## src/rtl/hz_pkg.sv

```systemverilog
package hz_pkg;
  typedef enum logic [1:0] {
    HZ_NONE   = 2'd0,
    HZ_STRUCT = 2'd1,
    HZ_RAW    = 2'd2
  } hz_kind_e;

  function automatic hz_kind_e hz_pick(input logic raw, input logic conflict);
    if (raw)           return HZ_RAW;
    else if (conflict) return HZ_STRUCT;
    else               return HZ_NONE;
  endfunction
endpackage

```

## src/rtl/hz_raw_detect.sv

```systemverilog
module hz_raw_detect #(
  parameter int REG_W         = 5,
  parameter bit WB_SAME_CYCLE = 1'b1
) (
  input  logic             clk,
  input  logic             rst_n,
  input  logic             id_valid,
  input  logic [REG_W-1:0] src_a,
  input  logic             use_a,
  input  logic [REG_W-1:0] src_b,
  input  logic             use_b,
  input  logic [2:0]       wr_valid,
  input  logic [2:0]       wr_en,
  input  logic [REG_W-1:0] wr_rd [3],
  output logic             raw
);
  localparam int N_CHECK = WB_SAME_CYCLE ? 2 : 3;

  logic need_a, need_b;
  logic [N_CHECK-1:0] hit;

  assign need_a = id_valid && use_a && (src_a != '0);
  assign need_b = id_valid && use_b && (src_b != '0);

  for (genvar g = 0; g < N_CHECK; g++) begin : g_wr
    logic live;
    assign live   = wr_valid[g] && wr_en[g];
    assign hit[g] = live && ((need_a && (src_a == wr_rd[g])) ||
                             (need_b && (src_b == wr_rd[g])));
  end

  assign raw = |hit;

  p_zero_src_r3: assert property (@(posedge clk) disable iff (!rst_n)
    (src_a == '0 && src_b == '0) |-> !raw);
  p_idle_id_r3: assert property (@(posedge clk) disable iff (!rst_n)
    (!use_a && !use_b) |-> !raw);
endmodule

```

## src/rtl/hz_mem_conflict.sv

```systemverilog
module hz_mem_conflict (
  input  logic clk,
  input  logic rst_n,
  input  logic mem_valid,
  input  logic mem_data_acc,
  output logic conflict
);
  assign conflict = mem_valid && mem_data_acc;

  p_invalid_free_r5: assert property (@(posedge clk) disable iff (!rst_n)
    !mem_valid |-> !conflict);
endmodule

```

## src/rtl/hz_issue_arb.sv

```systemverilog
module hz_issue_arb
  import hz_pkg::*;
(
  input  logic raw,
  input  logic conflict,
  output logic fetch_en,
  output logic id_hold,
  output logic ex_bubble,
  output logic id_bubble
);
  hz_kind_e kind;

  always_comb begin
    kind      = hz_pick(raw, conflict);
    fetch_en  = 1'b1;
    id_hold   = 1'b0;
    ex_bubble = 1'b0;
    id_bubble = 1'b0;
    case (kind)
      HZ_RAW: begin
        fetch_en  = 1'b0;
        id_hold   = 1'b1;
        ex_bubble = 1'b1;
      end
      HZ_STRUCT: begin
        fetch_en  = 1'b0;
        id_bubble = 1'b1;
      end
      default: ;
    endcase
  end
endmodule

```

## src/rtl/hz_stall_counter.sv

```systemverilog
module hz_stall_counter #(
  parameter int CNT_W = 16
) (
  input  logic             clk,
  input  logic             rst_n,
  input  logic             inc,
  output logic [CNT_W-1:0] cnt
);
  localparam logic [CNT_W-1:0] CNT_MAX = '1;

  always_ff @(posedge clk or negedge rst_n) begin
    if (!rst_n)                     cnt <= '0;
    else if (inc && cnt != CNT_MAX) cnt <= cnt + CNT_W'(1);
  end

  p_cnt_step_r7: assert property (@(posedge clk) disable iff (!rst_n)
    (inc && cnt != CNT_MAX) |=> (cnt == $past(cnt) + CNT_W'(1)));
  p_cnt_sat_r7: assert property (@(posedge clk) disable iff (!rst_n)
    (cnt == CNT_MAX) |=> (cnt == CNT_MAX));
  p_cnt_idle_r7: assert property (@(posedge clk) disable iff (!rst_n)
    !inc |=> $stable(cnt));
endmodule

```

## src/rtl/hz_stall_ctrl.sv

```systemverilog
module hz_stall_ctrl #(
  parameter int REG_W         = 5,
  parameter int CNT_W         = 16,
  parameter bit WB_SAME_CYCLE = 1'b1
) (
  input  logic             clk,
  input  logic             rst_n,
  input  logic             id_valid,
  input  logic [REG_W-1:0] id_src_a,
  input  logic             id_use_a,
  input  logic [REG_W-1:0] id_src_b,
  input  logic             id_use_b,
  input  logic             ex_valid,
  input  logic             ex_wr,
  input  logic [REG_W-1:0] ex_rd,
  input  logic             mem_valid,
  input  logic             mem_wr,
  input  logic [REG_W-1:0] mem_rd,
  input  logic             mem_data_acc,
  input  logic             wb_valid,
  input  logic             wb_wr,
  input  logic [REG_W-1:0] wb_rd,
  output logic             fetch_en,
  output logic             id_hold,
  output logic             ex_bubble,
  output logic             id_bubble,
  output logic [CNT_W-1:0] stall_cnt
);
  logic             raw, conflict;
  logic [2:0]       wr_valid, wr_en;
  logic [REG_W-1:0] wr_rd [3];

  assign wr_valid = {wb_valid, mem_valid, ex_valid};
  assign wr_en    = {wb_wr, mem_wr, ex_wr};
  assign wr_rd[0] = ex_rd;
  assign wr_rd[1] = mem_rd;
  assign wr_rd[2] = wb_rd;

  hz_raw_detect #(.REG_W(REG_W), .WB_SAME_CYCLE(WB_SAME_CYCLE)) u_raw (
    .clk(clk), .rst_n(rst_n), .id_valid(id_valid),
    .src_a(id_src_a), .use_a(id_use_a), .src_b(id_src_b), .use_b(id_use_b),
    .wr_valid(wr_valid), .wr_en(wr_en), .wr_rd(wr_rd), .raw(raw)
  );

  hz_mem_conflict u_mem (
    .clk(clk), .rst_n(rst_n), .mem_valid(mem_valid),
    .mem_data_acc(mem_data_acc), .conflict(conflict)
  );

  hz_issue_arb u_arb (
    .raw(raw), .conflict(conflict), .fetch_en(fetch_en),
    .id_hold(id_hold), .ex_bubble(ex_bubble), .id_bubble(id_bubble)
  );

  hz_stall_counter #(.CNT_W(CNT_W)) u_cnt (
    .clk(clk), .rst_n(rst_n), .inc(!fetch_en), .cnt(stall_cnt)
  );

  p_hold_shape_r1: assert property (@(posedge clk) disable iff (!rst_n)
    id_hold |-> (ex_bubble && !fetch_en && !id_bubble));
  p_raw_wins_r6: assert property (@(posedge clk) disable iff (!rst_n)
    (raw && conflict) |-> (id_hold && !id_bubble));
  p_struct_idle_r5: assert property (@(posedge clk) disable iff (!rst_n)
    (conflict && !raw) |-> (!fetch_en && id_bubble && !id_hold));
  p_free_run_r9: assert property (@(posedge clk) disable iff (!rst_n)
    (!raw && !conflict) |-> (fetch_en && !id_hold && !ex_bubble && !id_bubble));
endmodule

```

## config.mk

```make
export PLATFORM = sky130hd
export DESIGN_NAME = hz_stall_ctrl
export DESIGN_NICKNAME = d
export VERILOG_FILES = /design/src/rtl/hz_pkg.sv /design/src/rtl/hz_raw_detect.sv /design/src/rtl/hz_mem_conflict.sv /design/src/rtl/hz_issue_arb.sv /design/src/rtl/hz_stall_counter.sv /design/src/rtl/hz_stall_ctrl.sv
export SDC_FILE = /design/constraint.sdc
export NUM_CORES = 1
export LEC_CHECK = 0
export BUFFER_PORTS_ARGS = -buffer_cell sky130_fd_sc_hd__buf_2
export CAP_MARGIN = 20
export CORE_ASPECT_RATIO = 0.8
export CORE_UTILIZATION = 48
export DETAILED_ROUTE_END_ITERATION = 10
export PLACE_DENSITY = 0.84
export SLEW_MARGIN = 40
export SYNTH_ARGS = -nofsm -noshare
export SYNTH_HDL_FRONTEND = slang
export SYNTH_SLANG_ARGS = --single-unit
```

## constraint.sdc

```tcl
create_clock -name clk -period 3.24 [get_ports clk]
set_input_delay 0.486 -clock clk [delete_from_list [all_inputs] [get_ports clk]]
set_output_delay 0.486 -clock clk [all_outputs]
set_load 0.05 [all_outputs]
```

Word-level counts from Yosys, hierarchy flattened
Index checks and enable logic that the tools add are counted.

Reductions and logical operators: 20. Eq/ne operators: 7. Add/sub/neg operators: 1. Multiplexer cells: 5.

Operator list (number): 5-bit == test (4); 16-bit by 1-bit adder with 16-bit output, second input constant (1); 16-bit != test, second input constant (1); 1-bit logical AND (14); 5-bit nonzero test (2); 1-bit 2-to-1 mux (4); 2-bit OR reduction (2); 2-bit by 1-bit == test with 1-bit output, second input constant (1); 2-bit == test, second input constant (1); 1-bit logical OR (2); 2-bit 2-to-1 mux (1).

Register bits after elaboration: 16. Output and inout bits: 20. Logic and storage cells: 34.

Depth between registers and ports, before layout
Gate-level depths: netlist of the first run.

Depth in word-level cells: 10. Depth in mapped cells: 7.

Hierarchy
From an unflattened synthesis of the first run, not the netlist that was laid out.

Cell total of the unflattened synthesis: 113. Area, all modules: 1164.9 um^2.

By module, submodules not included: hz_stall_counter (cells each 72, seq. area each 400.4 um^2, area an instance 859.6 um^2, instances 1); hz_raw_detect (cells each 35, seq. area each 0.0 um^2, area an instance 274.0 um^2, instances 1); hz_issue_arb (cells each 4, seq. area each 0.0 um^2, area an instance 21.3 um^2, instances 1); hz_mem_conflict (cells each 1, seq. area each 0.0 um^2, area an instance 6.3 um^2, instances 1); hz_stall_ctrl (cells each 1, seq. area each 0.0 um^2, area an instance 3.8 um^2, instances 1).

Least setup slack after synthesis of the first run
No wires, ideal clock.

Kind: input to output. Start: input port id_src_a[0]. End: output port id_bubble. Setup slack: 0.332 ns. Path buffers: 0. Arrival time: 2.422 ns. Stages: 4. Path through: or4_1 o211ai_1 o22ai_1 nor2_1.

Word-level cells in the longest chain between the ends: 9. Elaborated cells between the ends (all ways): 14. Classes of those cells: eq/ne (3); mux (2); reduce/logical (9).

Ends and longest elaborated chain: start: declaration (RTL line hz_stall_ctrl.sv:9) `input logic [REG_W-1:0] id_src_a,`; 5-bit nonzero test (RTL line hz_raw_detect.sv:22) `assign need_a = id_valid && use_a && (src_a != '0);`; 1-bit logical AND (RTL line hz_raw_detect.sv:22); 1-bit logical AND (RTL line hz_raw_detect.sv:28) `assign hit[g] = live && ((need_a && (src_a == wr_rd[g])) ||`; 1-bit logical OR (RTL line hz_raw_detect.sv:28); 1-bit logical AND (RTL line hz_raw_detect.sv:28); 2-bit OR reduction * (RTL line hz_raw_detect.sv:32) `assign raw = |hit;`; 2-bit 2-to-1 mux * (RTL line hz_pkg.sv:9) `if (raw) return HZ_RAW;`; 2-bit by 1-bit == test with 1-bit output * (RTL line hz_issue_arb.sv:19) `case (kind)`; 1-bit 2-to-1 mux * (RTL line hz_issue_arb.sv:19); end: declaration (RTL line hz_stall_ctrl.sv:26) `output logic id_bubble,`.

Mark *: on every way between the ends. The rest lies on a longest branch, timed or not.

Worst setup path in the final report of the first run
Start: input port ex_rd[4]. End: output port ex_bubble.

Word-level cells in the longest chain between the ends: 8. Elaborated cells between the ends (all ways): 10. Classes of those cells: eq/ne (3); mux (2); reduce/logical (5).

Ends and longest elaborated chain: start: declaration (RTL line hz_stall_ctrl.sv:15) `input logic [REG_W-1:0] ex_rd,`; 5-bit == test, on equally long branches (RTL line hz_raw_detect.sv:28, hz_raw_detect.sv:29); 1-bit logical AND, on equally long branches (RTL line hz_raw_detect.sv:28, hz_raw_detect.sv:29); 1-bit logical OR * (RTL line hz_raw_detect.sv:28); 1-bit logical AND * (RTL line hz_raw_detect.sv:28); 2-bit OR reduction * (RTL line hz_raw_detect.sv:32); 2-bit 2-to-1 mux * (RTL line hz_pkg.sv:9); 2-bit == test * (RTL line hz_issue_arb.sv:19); 1-bit 2-to-1 mux * (RTL line hz_issue_arb.sv:19); end: declaration (RTL line hz_stall_ctrl.sv:25) `output logic ex_bubble,`.

Marks and branches as above.

==> impl_metrics.env, run 1 <==
export IMPL_period_needed_ps=2420
export IMPL_power_share_clock_pct=15.3
export IMPL_wire_per_inst_um=14.0
export IMPL_synth_seq_cells=16
export IMPL_clock_skew_ps=3.89
export IMPL_row_count=15
export IMPL_synthAdderAreaFrac_pct=1.11
export IMPL_grt_ovfl_total=0
export IMPL_path_depth=6
export IMPL_synthXorXnorAreaFrac_pct=26.5
export IMPL_power_internal_w=0.000370
export IMPL_vias=999
export IMPL_rsz0062_at_grt="no"
export IMPL_setup_viol=0
export IMPL_syn_inst=113
export IMPL_layout_drive_gt1_share_pct=41.4
export IMPL_sw_frac_of_total_pct=45.6
export IMPL_post_cts_buffers=0
export IMPL_die_height_um=45.3
export IMPL_worst_skew_pair_late_latency_ps=290
export IMPL_ir_drop_mv=0.533
export IMPL_maxCapViolations=0
export IMPL_finalHoldViolCount=0
export IMPL_ctsResizeCount=0
export IMPL_fillCellCount=185
export IMPL_grt_pass1_vias=1033
export IMPL_drc=0
export IMPL_worst_pin_slew_ps=448
export IMPL_critPathMaxStageDelay_ps=440
export IMPL_htreeDepth=1
export IMPL_numPortBuffers=49
export IMPL_cts_buffers=3
export IMPL_startpoint_type="input pin"
export IMPL_cp_cell_sequence="buf_2 > xor2_1 > nor4_1 > a22oi_1 > o22ai_1 > buf_2"
export IMPL_power_switching_w=0.000311
export IMPL_cts_hold_buffers=0
export IMPL_crit_buf_inv=2
export IMPL_multi_input_area_um2=683
export IMPL_ff_latch_area_um2=400
export IMPL_reg2reg_setup_slack_ps=1000
export IMPL_firstDrtPassIters=4
export IMPL_power_leakage_nw=0.702
export IMPL_io_pins=57
export IMPL_max_flop_register="u_cnt.cnt"
export IMPL_ant_nets=0
export IMPL_drv_slew=0
export IMPL_core_area_um2=2180
export IMPL_finalSetupTns_ps=0
export IMPL_cts_root_buf="clkbuf_4"
export IMPL_critPathMaxFanout=3
export IMPL_dp_slack_ps=822
export IMPL_slew_headroom_pct=69.9
export IMPL_netlist_top_cell_by_area="dfrtp_1"
export IMPL_clkTransAtPathRegs_ps=90
export IMPL_fin_nets=202
export IMPL_grt_max_degree=17
export IMPL_comb_power_share_pct=44.5
export IMPL_largest_reg_flops=16
export IMPL_ctsLongestPathBuffers=2
export IMPL_synth_edf_count=0
export IMPL_ys_flop_type="dfrtp_1"
export IMPL_yosys_area_share_simple_pct=26.6
export IMPL_cp_required_ps=2750
export IMPL_synth_area_top_cells="dfrtp_1 (36%), xor2_1 (16%), xnor2_1 (10%)"
export IMPL_timing_final_ws_setup_ps=818
export IMPL_dieArea_um2=2540
export IMPL_fin_crit_sh_pct=74.8
export IMPL_initial_core_util_pct=51.6
export IMPL_cp_top_family="simple AND/OR/NAND/NOR gates"
export IMPL_synth_compound_area_share_pct=4.57
export IMPL_reg_largest_list="u_cnt.cnt x16"
export IMPL_crit_path_top_delay_cell="nor4_1"
export IMPL_crit_top_cell="buf_2"
export IMPL_place_hpwl_um=2050
export IMPL_synth_top_family_by_area="simple AND/OR/NAND/NOR gates"
export IMPL_synth_cell_types=28
export IMPL_clock_fmax_mhz=413
export IMPL_async_reset_ff_share_pct=100
export IMPL_synth_top_cell_area_share_pct=35.7
export IMPL_cts_sinks=16
export IMPL_r2r_start="u_cnt.cnt[4]$_DFFE_PN0P_"
export IMPL_criticalPathCategory="input pin to output port"
export IMPL_sequentialPowerShare_pct=40.2
export IMPL_worstPathArrival_ps=1940
export IMPL_rr_worst_depth=6
export IMPL_endpoint_kind="output port"
export IMPL_synth_nets=151
export IMPL_synth_seq_area_share_pct=35.7
export IMPL_muxShareOfSynthArea_pct=2.01
export IMPL_reg2reg_to="u_cnt.cnt[1]$_DFFE_PN0P_"
export IMPL_diodes=0
export IMPL_cts_tree="yes"
export IMPL_grt_util_all_layers_pct=23.4
export IMPL_synthToLayoutAreaGrowth_pct=24.9
export IMPL_antenna_found_initial=0
export IMPL_powerDensity_nw_per_um2=486
export IMPL_routed_wl_um=2620
export IMPL_status="complete, no violations"
export IMPL_drt_initial_drc_count=28
export IMPL_worst_hold_slack_ps=90.5
export IMPL_utilization_pct=64.4
export IMPL_viasPerCell=5.34
export IMPL_hold_path_class="input pin to async pin"
export IMPL_fp_dieW_um=56.1
export IMPL_yosys_warnings=0
export IMPL_avgSynthCellArea_um2=9.93
export IMPL_syn_area_um2=1120
export IMPL_grt_pass1_wl_um=4550
export IMPL_globalplace_congestion=0.915
[Yosys cell counts, types with 2 or more instances]
cell      count
inv_1         3
nand2_1      10
xnor2_1      13
nor4_1        5
nand4_1       6
mux2_2        2
and3_2        2
nor2_1        5
nand3_1       2
dfrtp_1      16
xor2_1       21
and3_1        3
a22oi_1       2
or4_1         2
o211ai_1      2
nor3_1        2
nand3_2       6
[how the worst max path moves through the flow]
| stage | from | endpoint | slack, ps |
|---|---|---|---|
| after detailed placement | id_src_b[0] | id_bubble | 820 |
| after floorplan | id_src_a[0] | id_bubble | 330 |
| final | ex_rd[4] | ex_bubble | 820 |
| after global routing | id_src_b[0] | id_bubble | 670 |
| after global placement | id_src_b[0] | id_bubble | 830 |
| after CTS | id_src_b[0] | id_bubble | 820 |
[cells in the final DEF (no fill, tap or decap), drive strengths merged]
cell     n
buf     50
xor2    21
dfrtp   16
xnor2   13
nand2   10
nand3    8
nand4    7
nor4     5
nor2     5
and3     5
inv      3
clkbuf   3
a22oi    2
or4      2
o211ai   2
mux2     2
nor3     2
o22ai    1
o221ai   1
and2     1
or4b     1
and4b    1
ha       1
[metrics by stage]
stage	total power [W]	instance area [µm²]	instances
finish	0.000681	1400	187
global placement	0.000571	1380	184
CTS	0.000684	1400	187
global route	0.000722	1400	187
detailed placement	0.000581	1380	184
floorplan	0.000490	1120	113
[cell type report]
type                       count  share of cell area [%]
clock buffer                   3                    1.61
timing repair buffer          50                    18.0
sequential                    16                    28.6
tap                           25                    2.23
inverter                       3                   0.804
multi-input combinational     90                    48.8
[per-layer routing]
layer	global-route usage [%]	part of all wire (%)	routed length (µm)	up-vias
met5	0	0	0	-
met4	3.90	0.54	14	0
met3	4.58	4.0	104	3
met2	40.2	49	1280	19
met1	31.8	47	1220	477
li1	-	-	-	500
[cells by family after synthesis]
family / count (synthesis)
mux: 2
compound gates: 6
buf+inv: 7
flops: 16
xor+xnor: 34
simple gates: 47
fa+ha+maj: 1
[power by group through the flow]
stage | Sequential (W) | Clock [W] | Combinational, W
3_5_place_dp | 0.000277 | 0 | 0.000304
6_report | 0.000274 | 0.000104 | 0.000303
5_1_grt | 0.000282 | 0.000114 | 0.000325
2_1_floorplan | 0.000395 | 0 | 0.0000951
3_3_place_gp | 0.000274 | 0 | 0.000297
4_1_cts | 0.000273 | 0.000106 | 0.000304
No activity file was read; power rests on OpenSTA's default activity.
==> run 2: changes to the inputs <==
ABC_AREA = 1   (was not set)
CORE_UTILIZATION = 49   (was 48)
PLACE_DENSITY = 0.81   (was 0.84)
clock period = 2.45 ns   (was 3.24 ns; I/O delays follow)
==> impl_metrics.env, run 2 <==
export IMPL_largest_reg_flops=16
export IMPL_core_area_um2=2770
export IMPL_yosys_area_share_simple_pct=43.5
export IMPL_worst_pin_slew_ps=410
export IMPL_power_share_clock_pct=16.8
export IMPL_drv_slew=0
export IMPL_ctsLongestPathBuffers=2
export IMPL_viasPerCell=4.89
export IMPL_avgSynthCellArea_um2=7.24
export IMPL_cp_required_ps=2080
export IMPL_synthXorXnorAreaFrac_pct=18.9
export IMPL_worstPathArrival_ps=1510
export IMPL_cts_sinks=16
export IMPL_synth_top_cells_by_count="nand2_1 (67), nor2_1 (19), xor2_1 (18)"
export IMPL_cts_tree="yes"
export IMPL_final_cell_mix="nand2_1 (67), buf_2 (49), nor2_1 (19)"
export IMPL_cts_hold_buffers=1
export IMPL_worst_hold_slack_ps=505
export IMPL_synth_edf_count=0
export IMPL_power_switching_w=0.000377
export IMPL_yosys_warnings=0
export IMPL_fin_nets=288
export IMPL_synthAdderAreaFrac_pct=0.869
export IMPL_clock_fmax_mhz=533
export IMPL_dp_cells=282
export IMPL_powerDensity_nw_per_um2=488
export IMPL_numPortBuffers=49
export IMPL_reg_largest_list="u_cnt.cnt x16"
export IMPL_ir_drop_mv=0.447
export IMPL_hold_path_class="flop to flop"
export IMPL_synthToLayoutAreaGrowth_pct=19.5
export IMPL_die_height_um=50.5
export IMPL_synth_seq_cells=16
export IMPL_grt_pass1_wl_um=5620
export IMPL_cts_buffers=3
export IMPL_criticalPathCategory="input pin to output port"
export IMPL_slew_headroom_pct=72.5
export IMPL_synth_nets=237
export IMPL_wire_per_inst_um=11.1
export IMPL_synth_cell_types=22
export IMPL_setup_viol=0
export IMPL_initial_core_util_pct=52.1
export IMPL_yosysMostFrequentCell="nand2_1"
export IMPL_fin_crit_sh_pct=76.6
export IMPL_finalSetupTns_ps=0
export IMPL_cts_root_buf="clkbuf_4"
export IMPL_routed_wl_um=3170
export IMPL_diodes=0
export IMPL_ys_flop_type="dfrtp_1"
export IMPL_max_flop_register="u_cnt.cnt"
export IMPL_antenna_found_initial=0
export IMPL_sw_frac_of_total_pct=44.9
export IMPL_clock_skew_ps=0.751
export IMPL_synth_seq_area_share_pct=27.8
export IMPL_clkTransAtPathRegs_ps=90
export IMPL_period_needed_ps=1880
export IMPL_place_hpwl_um=2510
export IMPL_drt_initial_drc_count=85
export IMPL_critPathMaxFanout=3
export IMPL_syn_area_um2=1440
export IMPL_finalHoldViolCount=0
export IMPL_synth_compound_area_share_pct=0.869
export IMPL_layout_drive_gt1_share_pct=28.2
export IMPL_async_reset_ff_share_pct=100
export IMPL_sequentialPowerShare_pct=42.0
export IMPL_synth_top_family_by_area="simple AND/OR/NAND/NOR gates"
export IMPL_startpoint_type="input pin"
export IMPL_ctsResizeCount=0
export IMPL_htreeDepth=1
export IMPL_final_common_cell="nand2_1"
export IMPL_globalplace_congestion=0.864
export IMPL_muxShareOfSynthArea_pct=0
export IMPL_synth_area_top_cells="dfrtp_1 (28%), nand2_1 (17%), xor2_1 (11%)"
export IMPL_grt_ovfl_total=0
export IMPL_syn_inst=199
export IMPL_vias=1398
export IMPL_post_cts_buffers=0
export IMPL_grt_max_degree=20
export IMPL_fp_dieW_um=62.6
export IMPL_rsz0062_at_grt="no"
export IMPL_ant_nets=0
export IMPL_maxCapViolations=0
export IMPL_power_leakage_nw=0.948
export IMPL_comb_power_share_pct=41.2
export IMPL_drc=0
export IMPL_synth_top_cell_area_share_pct=27.8
export IMPL_endpoint_kind="output port"
export IMPL_final_cell_count_no_fill=286
export IMPL_dieArea_um2=3160
export IMPL_status="complete, no violations"
export IMPL_worst_skew_pair_late_latency_ps=290
export IMPL_grt_pass1_vias=1307
export IMPL_row_count=17
export IMPL_firstDrtPassIters=4
export IMPL_grt_util_all_layers_pct=22.4
export IMPL_netlist_top_cell_by_area="dfrtp_1"
export IMPL_power_internal_w=0.000462
export IMPL_io_pins=57
## run 2: changes by cell type after synthesis, moves of 4 or more
cell / change
nand3_2: +4
inv_1: +13
nand4_1: -5
nor2_1: +14
nand3_1: +14
nand2_1: +57
## run 2: path summary, 6_finish.rpt
check                                                from                   endpoint  slack, ps  cells after the start
max in group asynchronous                           rst_n  u_cnt.cnt[11]$_DFFE_PN0P_       1680                      2
worst min register to register  u_cnt.cnt[15]$_DFFE_PN0P_  u_cnt.cnt[15]$_DFFE_PN0P_        500                      2
worst min-delay path            u_cnt.cnt[15]$_DFFE_PN0P_  u_cnt.cnt[15]$_DFFE_PN0P_        500                      2
worst max-delay path                          id_src_b[3]                   fetch_en        570                     11
worst max register to register   u_cnt.cnt[0]$_DFFE_PN0P_   u_cnt.cnt[6]$_DFFE_PN0P_        600                      9
min in group asynchronous                           rst_n  u_cnt.cnt[12]$_DFFE_PN0P_        510                      2
## run 2: worst max-delay path, cell delays in order
cell	delay, ps
buf_2	130
nor2_1	110
nand3b_1	90
nand2_1	100
nor2_1	50
nand2_1	50
nand2_1	60
nand2_1	100
nand3_2	90
inv_1	90
buf_2	260
## run 2: cell families (layout without fill, tap and decap cells)
kind of cell | after synthesis | in the layout
AOI/OAI and AO/OA | 2 | 2
xor gates and xnor gates | 31 | 31
adders and majority gates | 1 | 1
buffers and inverters | 22 | 71
DFF | 16 | 16
and+or+nand+nor | 127 | 127
## run 2: layer usage
layer / share of wire, % / global-route usage (%)
met2: 46 / 39.1
met4: 0.54 / 2.71
met5: 0 / 0
met1: 49 / 29.4
met3: 4.8 / 4.32
## run 2: power groups by stage
stage	clock network [W]	logic, W	registers, W
6_report	0.000141	0.000346	0.000352
5_1_grt	0.000156	0.000378	0.000357
4_1_cts	0.000144	0.000348	0.000351
3_5_place_dp	0	0.000346	0.000356
3_3_place_gp	0	0.000341	0.000355
2_1_floorplan	0	0.000142	0.000461
## run 2: cell type report
type                            count  area (µm²)
Timing Repair Buffer               51         263
Clock buffer                        3        22.5
Multi-Input combinational cell    161         923
Inverter                           17        63.8
Fill cell                         257        1040
Tap cell                           38        47.5
Sequential cell                    16         400
## run 2: through the flow
stage | instance area (µm²) | total power, W | util [%] | worst slack, ps
after CTS | 1720 | 0.000843 | 62.2 | 569
after floorplan | 1440 | 0.000603 | - | 123
after global routing | 1720 | 0.000891 | 62.2 | 428
after detailed placement | 1690 | 0.000703 | 61.0 | 579
after global placement | 1690 | 0.000696 | 61.0 | 584
final | 1720 | 0.000839 | 62.2 | 573
==> run 3: changes to the inputs <==
clock period = 2 ns   (was 2.45 ns; I/O delays follow)
==> impl_metrics.env, run 3 (synthesis results as in run 2) <==
export IMPL_cts_sinks=16
export IMPL_initial_core_util_pct=52.1
export IMPL_reg_largest_list="u_cnt.cnt x16"
export IMPL_routed_wl_um=3220
export IMPL_finalSetupTns_ps=0
export IMPL_globalplace_congestion=0.836
export IMPL_fin_nets=290
export IMPL_placed_area_um2=1710
export IMPL_clkTransAtPathRegs_ps=90
export IMPL_reg2reg_setup_slack_ps=170
export IMPL_io_pins=57
export IMPL_cp_top_family="simple AND/OR/NAND/NOR gates"
export IMPL_worstPathArrival_ps=2060
export IMPL_powerDensity_nw_per_um2=594
export IMPL_utilization_pct=62.9
export IMPL_slew_headroom_pct=71.6
export IMPL_final_area_um2=1740
export IMPL_worst_skew_pair_late_latency_ps=290
export IMPL_criticalPathCategory="flop to flop"
export IMPL_numPortBuffers=49
export IMPL_hold_path_class="input pin to async pin"
export IMPL_path_depth=9
export IMPL_diodes=0
export IMPL_wire_per_inst_um=11.2
export IMPL_post_cts_buffers=0
export IMPL_cts_tree="yes"
export IMPL_grt_util_all_layers_pct=22.3
export IMPL_cp_cell_sequence="ha_1 > nand3_1 > nor2_4 > nand2_2 > nor2_4 > nand2_4 > nand2_4 > nand2_1 > nand2_1"
export IMPL_dp_cells=284
export IMPL_drc=0
export IMPL_power_leakage_nw=0.960
export IMPL_dp_slack_ps=180
export IMPL_fp_dieW_um=62.6
export IMPL_htreeDepth=1
export IMPL_crit_path_top_delay_cell="dfrtp_1"
export IMPL_cts_root_buf="clkbuf_4"
export IMPL_antenna_found_initial=0
export IMPL_r2r_start="u_cnt.cnt[1]$_DFFE_PN0P_"
export IMPL_endpoint_kind="flop"
export IMPL_place_hpwl_um=2650
export IMPL_reg2reg_to="u_cnt.cnt[13]$_DFFE_PN0P_"
export IMPL_drv_slew=0
export IMPL_synthToLayoutAreaGrowth_pct=20.8
export IMPL_fillCellCount=264
export IMPL_clock_skew_ps=3.13
export IMPL_worst_pin_slew_ps=422
export IMPL_cp_required_ps=2230
export IMPL_final_common_cell="nand2_1"
export IMPL_grt_max_degree=17
export IMPL_vias=1423
export IMPL_rr_worst_depth=9
export IMPL_cts_buffers=3
export IMPL_grt_pass1_vias=1370
export IMPL_dieArea_um2=3160
export IMPL_core_area_um2=2770
export IMPL_final_cell_mix="nand2_1 (67), buf_2 (49), nor2_1 (19)"
export IMPL_rsz0062_at_grt="no"
export IMPL_grt_pass1_wl_um=5640
export IMPL_drt_initial_drc_count=78
export IMPL_critPathMaxFanout=16
export IMPL_max_flop_register="u_cnt.cnt"
export IMPL_grt_ovfl_total=0
export IMPL_layout_drive_gt1_share_pct=29.2
export IMPL_fin_crit_sh_pct=91.6
export IMPL_critPathMaxStageDelay_ps=420
export IMPL_clock_fmax_mhz=546
export IMPL_ant_nets=0
export IMPL_finalHoldViolCount=0
export IMPL_final_cell_count_no_fill=288
export IMPL_maxCapViolations=0
export IMPL_ctsLongestPathBuffers=2
export IMPL_period_needed_ps=1830
export IMPL_largest_reg_flops=16
export IMPL_setup_viol=0
export IMPL_row_count=17
export IMPL_timing_final_ws_setup_ps=168
export IMPL_die_height_um=50.5
export IMPL_firstDrtPassIters=5
export IMPL_crit_buf_inv=0
export IMPL_status="complete, no violations"
export IMPL_ir_drop_mv=0.473
export IMPL_startpoint_type="flop"
export IMPL_viasPerCell=4.94
[run 3: worst max path at each step]
| stage | startpoint | end | slack [ps] |
|---|---|---|---|
| detailed placement | u_cnt.cnt[1]$_DFFE_PN0P_ | u_cnt.cnt[13]$_DFFE_PN0P_ | 180 |
| global placement | u_cnt.cnt[1]$_DFFE_PN0P_ | u_cnt.cnt[11]$_DFFE_PN0P_ | 220 |
| global route | u_cnt.cnt[1]$_DFFE_PN0P_ | u_cnt.cnt[13]$_DFFE_PN0P_ | 20 |
| finish | u_cnt.cnt[1]$_DFFE_PN0P_ | u_cnt.cnt[13]$_DFFE_PN0P_ | 170 |
| floorplan | u_cnt.cnt[0]$_DFFE_PN0P_ | u_cnt.cnt[13]$_DFFE_PN0P_ | 40 |
| CTS | u_cnt.cnt[1]$_DFFE_PN0P_ | u_cnt.cnt[13]$_DFFE_PN0P_ | 160 |
[run 3: power by group]
| part | internal (W) | switching [W] | total [W] |
|---|---|---|---|
| combinational | 0.000142 | 0.000298 | 0.000440 |
| sequential | 0.000362 | 0.0000628 | 0.000425 |
| clock | 0.0000700 | 0.0000978 | 0.000168 |
| total | 0.000574 | 0.000459 | 0.00103 |
[run 3: metrics by stage]
step | power (W) | hold slack, ps
after floorplan | 0.000739 | 4.41
after CTS | 0.00104 | 454
final | 0.00103 | 452
after global placement | 0.000865 | 229
after global routing | 0.00109 | 485
after detailed placement | 0.000870 | 230
[run 3: what timing repair did]
item	in CTS	in global routing
endpoints found under the hold margin	16	0
hold buffers	1	0
gates resized for setup	0	0
[run 3: routing by layer]
metal	routed length [µm]	vias to the layer above	track usage [%]	part of all wire, %
met5	0	-	0	0
met1	1520	644	27.2	47
met2	1520	46	40.4	47
met3	134	6	3.64	4.2
met4	36	0	6.98	1.1
li1	-	727	-	-
[run 3: cell type report]
class	count	area [µm²]	share of cell area, %
Tap cell	38	47.5	2.73
Clock buffer	3	22.5	1.29
Timing Repair Buffer	53	278	16.0
Inverter	17	63.8	3.67
Multi-Input combinational cell	161	927	53.3
Sequential cell	16	400	23.0
